==> config.mk <==
export PLATFORM = sky130hd
export DESIGN_NAME = tlb_walker
export DESIGN_NICKNAME = d
export VERILOG_FILES = /design/src/rtl/tlb_walker.sv
export SDC_FILE = /design/constraint.sdc
export NUM_CORES = 2
export LEC_CHECK = 0
export ABC_AREA = 1
export BUFFER_PORTS_ARGS = -buffer_cell sky130_fd_sc_hd__buf_2
export CAP_MARGIN = 30
export CORE_MARGIN = 3
export CORE_UTILIZATION = 35
export CTS_CLUSTER_DIAMETER = 100
export CTS_CLUSTER_SIZE = 12
export DETAILED_ROUTE_END_ITERATION = 8
export PLACE_DENSITY = 0.5
export SLEW_MARGIN = 30
export SYNTH_ARGS = -nofsm -noshare
export SYNTH_HDL_FRONTEND = slang
export SYNTH_SLANG_ARGS = --single-unit
==> constraint.sdc <==
create_clock -name clk -period 5.7 [get_ports clk]
set_input_delay 0.855 -clock clk [delete_from_list [all_inputs] [get_ports clk]]
set_output_delay 0.855 -clock clk [all_outputs]
set_load 0.1 [all_outputs]
==> src/rtl/tlb_walker.sv <==
module tlb_walker #(
  parameter int ENTRIES = 32
) (
  input  logic        clk,
  input  logic        rst_n,
  input  logic        flush,
  input  logic        pse_en,
  input  logic [31:0] dir_base,
  input  logic        req_valid,
  output logic        req_ready,
  input  logic [31:0] req_vaddr,
  output logic        rsp_valid,
  output logic [31:0] rsp_paddr,
  output logic        rsp_fault,
  output logic        mem_req,
  output logic [31:0] mem_addr,
  input  logic        mem_rvalid,
  input  logic [31:0] mem_rdata
);
  localparam int PTR_W = (ENTRIES > 1) ? $clog2(ENTRIES) : 1;

  typedef enum logic [2:0] {S_IDLE, S_LOOK, S_DIR, S_TBL, S_DONE} st_t;
  st_t st;

  logic [31:0] va_q, pde_q, paddr_q;
  logic        fault_q;
  logic [ENTRIES-1:0] ent_v, ent_lg;
  logic [19:0] ent_tag [ENTRIES];
  logic [19:0] ent_pfn [ENTRIES];
  logic [PTR_W-1:0] rr_q;

  logic        lk_hit;
  logic [31:0] lk_pa;
  logic        in_look, in_dir;
  logic        fill_en, fill_lg;
  logic [19:0] fill_tag, fill_pfn;

  assign in_look   = (st == S_LOOK);
  assign in_dir    = (st == S_DIR);
  assign req_ready = (st == S_IDLE);
  assign rsp_valid = (st == S_DONE);
  assign rsp_fault = rsp_valid & fault_q;
  assign rsp_paddr = rsp_valid ? paddr_q : 32'h0;
  assign mem_req   = (st == S_DIR) || (st == S_TBL);
  assign mem_addr  = (st == S_TBL) ? {pde_q[31:12], va_q[21:12], 2'b00}
                                   : {dir_base[31:12], va_q[31:22], 2'b00};

  always_comb begin
    lk_hit = 1'b0;
    lk_pa  = 32'h0;
    for (int i = ENTRIES - 1; i >= 0; i--) begin
      if (ent_v[i] && (ent_lg[i] ? (ent_tag[i][19:10] == va_q[31:22])
                                 : (ent_tag[i] == va_q[31:12]))) begin
        lk_hit = 1'b1;
        lk_pa  = ent_lg[i] ? {ent_pfn[i][19:10], va_q[21:0]}
                           : {ent_pfn[i], va_q[11:0]};
      end
    end
  end

  assign fill_lg  = in_dir;
  assign fill_en  = mem_rvalid && mem_rdata[0] &&
                    ((in_dir && pse_en && mem_rdata[7]) || (st == S_TBL));
  assign fill_tag = fill_lg ? {va_q[31:22], 10'h0} : va_q[31:12];
  assign fill_pfn = fill_lg ? {mem_rdata[31:22], 10'h0} : mem_rdata[31:12];

  always_ff @(posedge clk) begin
    if (!rst_n) begin
      st      <= S_IDLE;
      va_q    <= 32'h0;
      pde_q   <= 32'h0;
      paddr_q <= 32'h0;
      fault_q <= 1'b0;
    end else begin
      case (st)
        S_IDLE: if (req_valid) begin
          va_q <= req_vaddr;
          st   <= S_LOOK;
        end
        S_LOOK: if (lk_hit) begin
          paddr_q <= lk_pa;
          fault_q <= 1'b0;
          st      <= S_DONE;
        end else begin
          st <= S_DIR;
        end
        S_DIR: if (mem_rvalid) begin
          pde_q <= mem_rdata;
          if (!mem_rdata[0]) begin
            paddr_q <= 32'h0;
            fault_q <= 1'b1;
            st      <= S_DONE;
          end else if (pse_en && mem_rdata[7]) begin
            paddr_q <= {mem_rdata[31:22], va_q[21:0]};
            fault_q <= 1'b0;
            st      <= S_DONE;
          end else begin
            st <= S_TBL;
          end
        end
        S_TBL: if (mem_rvalid) begin
          fault_q <= ~mem_rdata[0];
          paddr_q <= mem_rdata[0] ? {mem_rdata[31:12], va_q[11:0]} : 32'h0;
          st      <= S_DONE;
        end
        default: st <= S_IDLE;
      endcase
    end
  end

  always_ff @(posedge clk) begin
    if (!rst_n) begin
      ent_v <= '0;
      rr_q  <= '0;
    end else if (flush) begin
      ent_v <= '0;
      rr_q  <= '0;
    end else if (fill_en) begin
      ent_v[rr_q]  <= 1'b1;
      ent_lg[rr_q] <= fill_lg;
      rr_q <= (rr_q == PTR_W'(ENTRIES - 1)) ? '0 : rr_q + 1'b1;
    end
  end

  always_ff @(posedge clk) begin
    if (rst_n && !flush && fill_en) begin
      ent_tag[rr_q] <= fill_tag;
      ent_pfn[rr_q] <= fill_pfn;
    end
  end
endmodule


# Yosys cells after proc, flatten, opt, wreduce, memory -nomap -nowiden
# Memories as Yosys holds them, arrays and structs flattened.
# Index checks and enable logic that the tools add are counted.
[classes]
muxes = 158
addsub = 1
n_reduce_logical = 51
n_eq_ne = 74
order_cmp = 2
bitwise_logic = 5
[ops]
columns = ["operator", "n"]
rows = [
  ["$mux 32", 40],
  ["$mux 22", 32],
  ["$eq 20x20->1", 32],
  ["$eq 10x10->1", 32],
  ["$pmux 32 s3", 1],
  ["$mux 1", 72],
  ["$logic_and 1x1->1", 40],
  ["$bwmux 32", 1],
  ["$or 32x32->32", 1],
  ["$mux 10", 2],
  ["$mux 3", 6],
  ["$pmux 3 s4", 1],
  ["$ne 2x2->1 const B", 4],
  ["$eq 3x2->1 const B", 2],
  ["$lt 5x6->1 const B", 1],
  ["$reduce_and 3->1", 2],
  ["$add 5x1->5 const B", 1],
  ["$demux 1 s5", 1],
  ["$eq 5x5->1 const B", 1],
  ["$ge 5x1->1 const B", 1],
  ["$mux 5", 1],
  ["$reduce_and 5->1", 1],
  ["$reduce_and 2->1", 2],
  ["$eq 3x1->1 const B", 1],
  ["other kinds (10)", 13],
]
[word_totals]
inputBits = 102
memories = 2
regBits = 169
ramBits = 1280
out_inout_bits = 68
[mem_list]
columns = ["name", "depth", "width", "read_ports", "rd_clocked_by_memory_dff", "write_ports", "line_no", "rtl"]
rows = [
  ["ent_pfn", 32, 20, 32, 0, 1, "29", "logic [19:0] ent_pfn [ENTRIES];"],
  ["ent_tag", 32, 20, 32, 0, 1, "28", "logic [19:0] ent_tag [ENTRIES];"],
]

# Depth between registers and ports, before layout
[logic_depth]
ltp_word = 37
mapped_depth = 51
mapped_depth_nobuf = 50

# Worst setup path after synthesis
# OpenSTA, ideal clock, no wires.
[synth_path]
path_type = "reg-to-output"
start = "register st[2]"
end = "output port rsp_paddr[10]"
t_required_ns = 4.845
path_buffers = 1
path_stages_with_launch = 6
slack_ns = 0.426
arrival_ns = 4.419
cell_sequence = "dfxtp_1 -> inv_1 -> nor3_1 -> inv_1 -> clkbuf_1 -> nor2_1"
[synth_via]
elab_chain_len = 2
[synth_rtl]
columns = ["element", "line_no", "rtl"]
rows = [
  ["start, declared", "23", "st_t st;"],
  ["start signal, assigned", "69", "st <= S_IDLE;"],
  ["start signal, assigned", "78", "st <= S_LOOK;"],
  ["start signal, assigned", "83", "st <= S_DONE;"],
  ["$eq 3x3->1", "41", "assign rsp_valid = (st == S_DONE);"],
  ["net rsp_valid", "12", "output logic rsp_valid,"],
  ["$mux 32", "43", "assign rsp_paddr = rsp_valid ? paddr_q : 32'h0;"],
  ["end, declared", "13", "output logic [31:0] rsp_paddr,"],
]
# The timed path passes the listed nets, and every way through them passes these cells.

# Worst setup path in the final report
[layout_path]
start = "register va_q[16]"
end = "register paddr_q[20]"
[layout_via]
elab_chain_len = 37
[layout_rtl]
columns = ["element", "line_no", "rtl"]
rows = [
  ["start, declared", "25", "logic [31:0] va_q, pde_q, paddr_q;"],
  ["start signal, assigned", "77", "va_q <= req_vaddr;"],
  ["$eq 20x20->1", "53", ": (ent_tag[i] == va_q[31:12]))) begin"],
  ["$mux 1", "52", "if (ent_v[i] && (ent_lg[i] ? (ent_tag[i][19:10] == va_q[31:22])"],
  ["$logic_and 1x1->1", "52", ""],
  ["$mux 1 / $mux 32 (equally long branches) (32 in series)", "52", ""],
  ["$ne 2x2->1 (no line) / $mux 32 (equally long branches)", "-", ""],
  ["$reduce_and 5->1 (no line) / $pmux 32 s3 (equally long branches)", "-", ""],
  ["end signal, assigned", "81", "paddr_q <= lk_pa;"],
  ["end signal, assigned", "94", "paddr_q <= {mem_rdata[31:22], va_q[21:0]};"],
  ["end signal, assigned", "103", "paddr_q <= mem_rdata[0] ? {mem_rdata[31:12], va_q[11:0]} : 32'h0;"],
  ["end, declared", "25", ""],
]
# Several ways; a longest one is shown, not always the timed one. The select of a mux whose other input is x is not followed.
# A chain may end at the register's enable or synchronous reset.

==> results.json <==
{
  "place_inst": 8793,
  "timing.critical_path.fanout_max": 54,
  "post-route-drc-count": 0,
  "flow.area_growth_from_synthesis_pct": 12.1,
  "yosysWarningCount": 0,
  "timing.rr.end": "paddr_q[20]",
  "hold_violations": 0,
  "status": "finished, final reports clean",
  "worst-r2r-setup-slack_ns": 0.51,
  "route.detailed.vias_per_inst": 5.00,
  "grt.met2_usage_pct": 31.3,
  "cts_resized": 0,
  "port_buffers": 145,
  "total_die_area_mm2": 0.192,
  "crit_path_end_kind": "register",
  "clk_path_buf_depth": 3,
  "crit_path_launch_type": "register",
  "die_w_um": 439,
  "drive_above_1_share_pct": 11.6,
  "cts_hold_repair.buffers": 0,
  "clk_slew_on_worst_s_h_paths_ns": 0.06,
  "layout_nets": 6561,
  "final_max_slew_viol_count": 0,
  "drt.antenna.violating_nets": 0,
  "first_global_vias": 42900,
  "placement_rows": 158,
  "post_synth_edffs": 1312,
  "fp.dieH_um": 439,
  "core_region_area_mm2": 0.186,
  "detailedRoute.firstPassIterationCount": 5,
  "max_slew.worst_pin.slew_ns": 1.02,
  "track_usage_pct": 19.8,
  "grt-busiest-layer": "met2",
  "worst_ir_drop_vdd_mv": 0.282,
  "grt_total_ovfl": 0,
  "min_period_over_period_pct": 91.0,
  "gp_congestion": 0.807,
  "synth_area_mm2": 0.0655,
  "power_density_of_the_placed_cells_mw_per_mm2": 324,
  "grt_pass1_wl_um": 285000,
  "worst_ep_arrival_time_ns": 5.88,
  "boundaryPins": 170,
  "cts-root-buf": "clkbuf_16",
  "min_to": "va_q[2]",
  "worstHoldStart": "req_vaddr[2]",
  "slew-limit-headroom_pct": 31.7,
  "critical_path_required_ns": 6.39,
  "clk_latency_ns": 0.77,
  "initial_utilization_pct": 35.3,
  "postSynthCellCount": 6314,
  "power.static_leakage_nw": 27.3,
  "startpoint_of_the_worst_register_to_register_path": "va_q[16]",
  "clkSinkCount": 1437,
  "fin_worst_skew_ns": 0.0343,
  "drt-total-wl_um": 193000,
  "grt_use_met3_pct": 2.89,
  "r2r_cells": 17,
  "detail_route.wl_per_cell_um": 21.4,
  "synth_cell_type_count": 58,
  "setup_violations": 0,
  "initial_antenna_violation_count": 7,
  "ys_async_sr_fraction_pct": 0,
  "most-common-layout-cells": "1755 x nand2_1, 1312 x edfxtp_1, 592 x inv_1",
  "grt_start_max_net_pins": 62,
  "drv_cap": 0,
  "post-route-min-period_ns": 5.19,
  "max_freq_mhz": 193,
  "cts-htree-levels": 4,
  "via_count": 45000,
  "finish.cell_count_without_fillers": 9006,
  "synth.avg_cell_area_um2": 10.4,
  "hold_depth": 3,
  "drt_iter0_markers": 3634,
  "yosysSeqAreaShare_pct": 63.9,
  "cts-buffers-inserted": 137,
  "register_bit_count_reported_by_yosys": 1437,
  "postCtsSetupRepairBufs": 0,
  "grt_setup_unrepaired": "false",
  "finalSetupTns_ns": 0,
  "critPathKind": "reg -> reg",
  "synth_flop_cell": "edfxtp_1",
  "worst_hold_path_type": "in -> reg",
  "layout.cells.most_common": "nand2_1",
  "use_met1_pct": 28.3,
  "tritoncts": "yes",
  "detailedPlacementHpwl_um": 125000
}
==> per-stage QoR <==
step	setup WS [ns]	hold slack [ns]	util, %	power, mW	area (µm²)
finish	0.513	0.360	39.5	23.8	73500
global route	0.0747	0.333	39.5	24.7	73500
CTS	0.560	0.304	39.5	24.1	73400
detailed placement	0.578	0.445	37.4	15.6	69500
global placement	0.526	0.439	37.4	15.6	69500
floorplan	0.426	0.422	-	14.2	65500
==> critical path, cell delays in order (launching register included) <==
cell,delay (ns)
dfxtp_1,0.55
clkinv_2,0.34
buf_4,0.30
buf_12,0.22
or2_2,0.30
nand4_1,0.09
o41ai_1,0.08
nand2_1,0.10
buf_4,0.31
nand2_1,0.34
nor4_1,0.89
nand3_1,0.45
o22ai_1,0.33
a21oi_2,0.09
inv_2,0.09
buf_4,0.29
a21oi_1,0.11
a21oi_1,0.17
==> per-layer routing <==
layer	vias to the layer above	part of all wire [%]
li1	21600	-
met1	22100	47
met2	1086	46
met3	240	5.2
met4	0	2.7
met5	-	0
==> power breakdown <==
part	total (mW)	leakage [nW]	internal [mW]	switching [mW]
Combinational	3.34	12.6	0.804	2.54
Sequential	12.0	12.9	11.9	0.149
Clock	8.45	1.86	4.55	3.90
Total	23.8	27.3	17.2	6.58
==> cells in the mapped netlist (all sizes together), types with 2 or more instances <==
| master | instances | area [µm²] |
|---|---|---|
| nand3 | 161 | 806 |
| a211oi | 6 | 45.0 |
| o21ai | 601 | 3010 |
| ha | 5 | 62.6 |
| a221oi | 4 | 35.0 |
| o221ai | 8 | 70.1 |
| or4 | 7 | 56.3 |
| o22ai | 63 | 394 |
| nor3b | 3 | 22.5 |
| buf | 157 | 1010 |
| edfxtp | 1312 | 39400 |
| nand3b | 4 | 30.0 |
| xor2 | 133 | 1160 |
| clkinv | 13 | 48.8 |
| a22o | 3 | 26.3 |
| clkbuf | 190 | 713 |
| a32oi | 12 | 105 |
| nand4 | 94 | 588 |
| inv | 635 | 2390 |
| o211ai | 74 | 556 |
| o41ai | 23 | 209 |
| and2 | 2 | 13.8 |
| xnor2 | 163 | 1430 |
| a2111oi | 17 | 149 |
| mux2i | 60 | 601 |
| a31oi | 8 | 50.1 |
| nor3 | 30 | 155 |
| a21oi | 170 | 866 |
| nor4 | 30 | 203 |
| nor2 | 249 | 935 |
| or2 | 155 | 970 |
| nand2 | 1758 | 6600 |
| o21bai | 13 | 101 |
| dfxtp | 125 | 2500 |
| o2111ai | 19 | 166 |
==> how the worst max path moves through the flow <==
stage | to | depth (start not counted) | slack [ns] | start
2_1_floorplan | rsp_paddr[10] | 5 | 0.43 | st[2]
3_3_place_gp | paddr_q[21] | 48 | 0.53 | va_q[16]
3_5_place_dp | paddr_q[4] | 18 | 0.58 | va_q[16]
4_1_cts | paddr_q[25] | 17 | 0.56 | va_q[16]
5_1_grt | paddr_q[12] | 34 | 0.07 | va_q[23]
6_report | paddr_q[20] | 17 | 0.51 | va_q[16]
==> area by class of cell <==
| class | instances | area [µm²] |
|---|---|---|
| Fill cell | 18000 | 112000 |
| Sequential cell | 1437 | 41900 |
| Multi-Input combinational cell | 3883 | 19700 |
| Clock buffer | 198 | 3760 |
| Tap cell | 2480 | 3100 |
| Inverter | 648 | 2440 |
| Timing Repair Buffer | 347 | 2360 |
| Clock inverter | 9 | 97.6 |
| Antenna cell | 4 | 10.0 |
==> kinds of logic after synthesis <==
logic type	Yosys count	share of synthesized area (%)
flip-flops	1437	63.9
buffers and inverters	995	6.35
AO/OA/AOI/OAI	1024	8.87
AND/OR/NAND/NOR	2495	15.9
other	1	0.00572
multiplexers	61	0.934
adder cells (fa/ha/maj)	5	0.0955
XOR/XNOR	296	3.96
==> registers in the layout (all words and copies together) (netlist names) <==
| name | cells |
|---|---|
| rr_q | 5 |
| pde_q | 20 |
| fault_q | 1 |
| paddr_q | 32 |
| ent_pfn | 640 |
| ent_lg | 32 |
| ent_tag | 640 |
| ent_v | 32 |
| st | 3 |
| va_q | 32 |
Power figures use the tool's default switching activity.
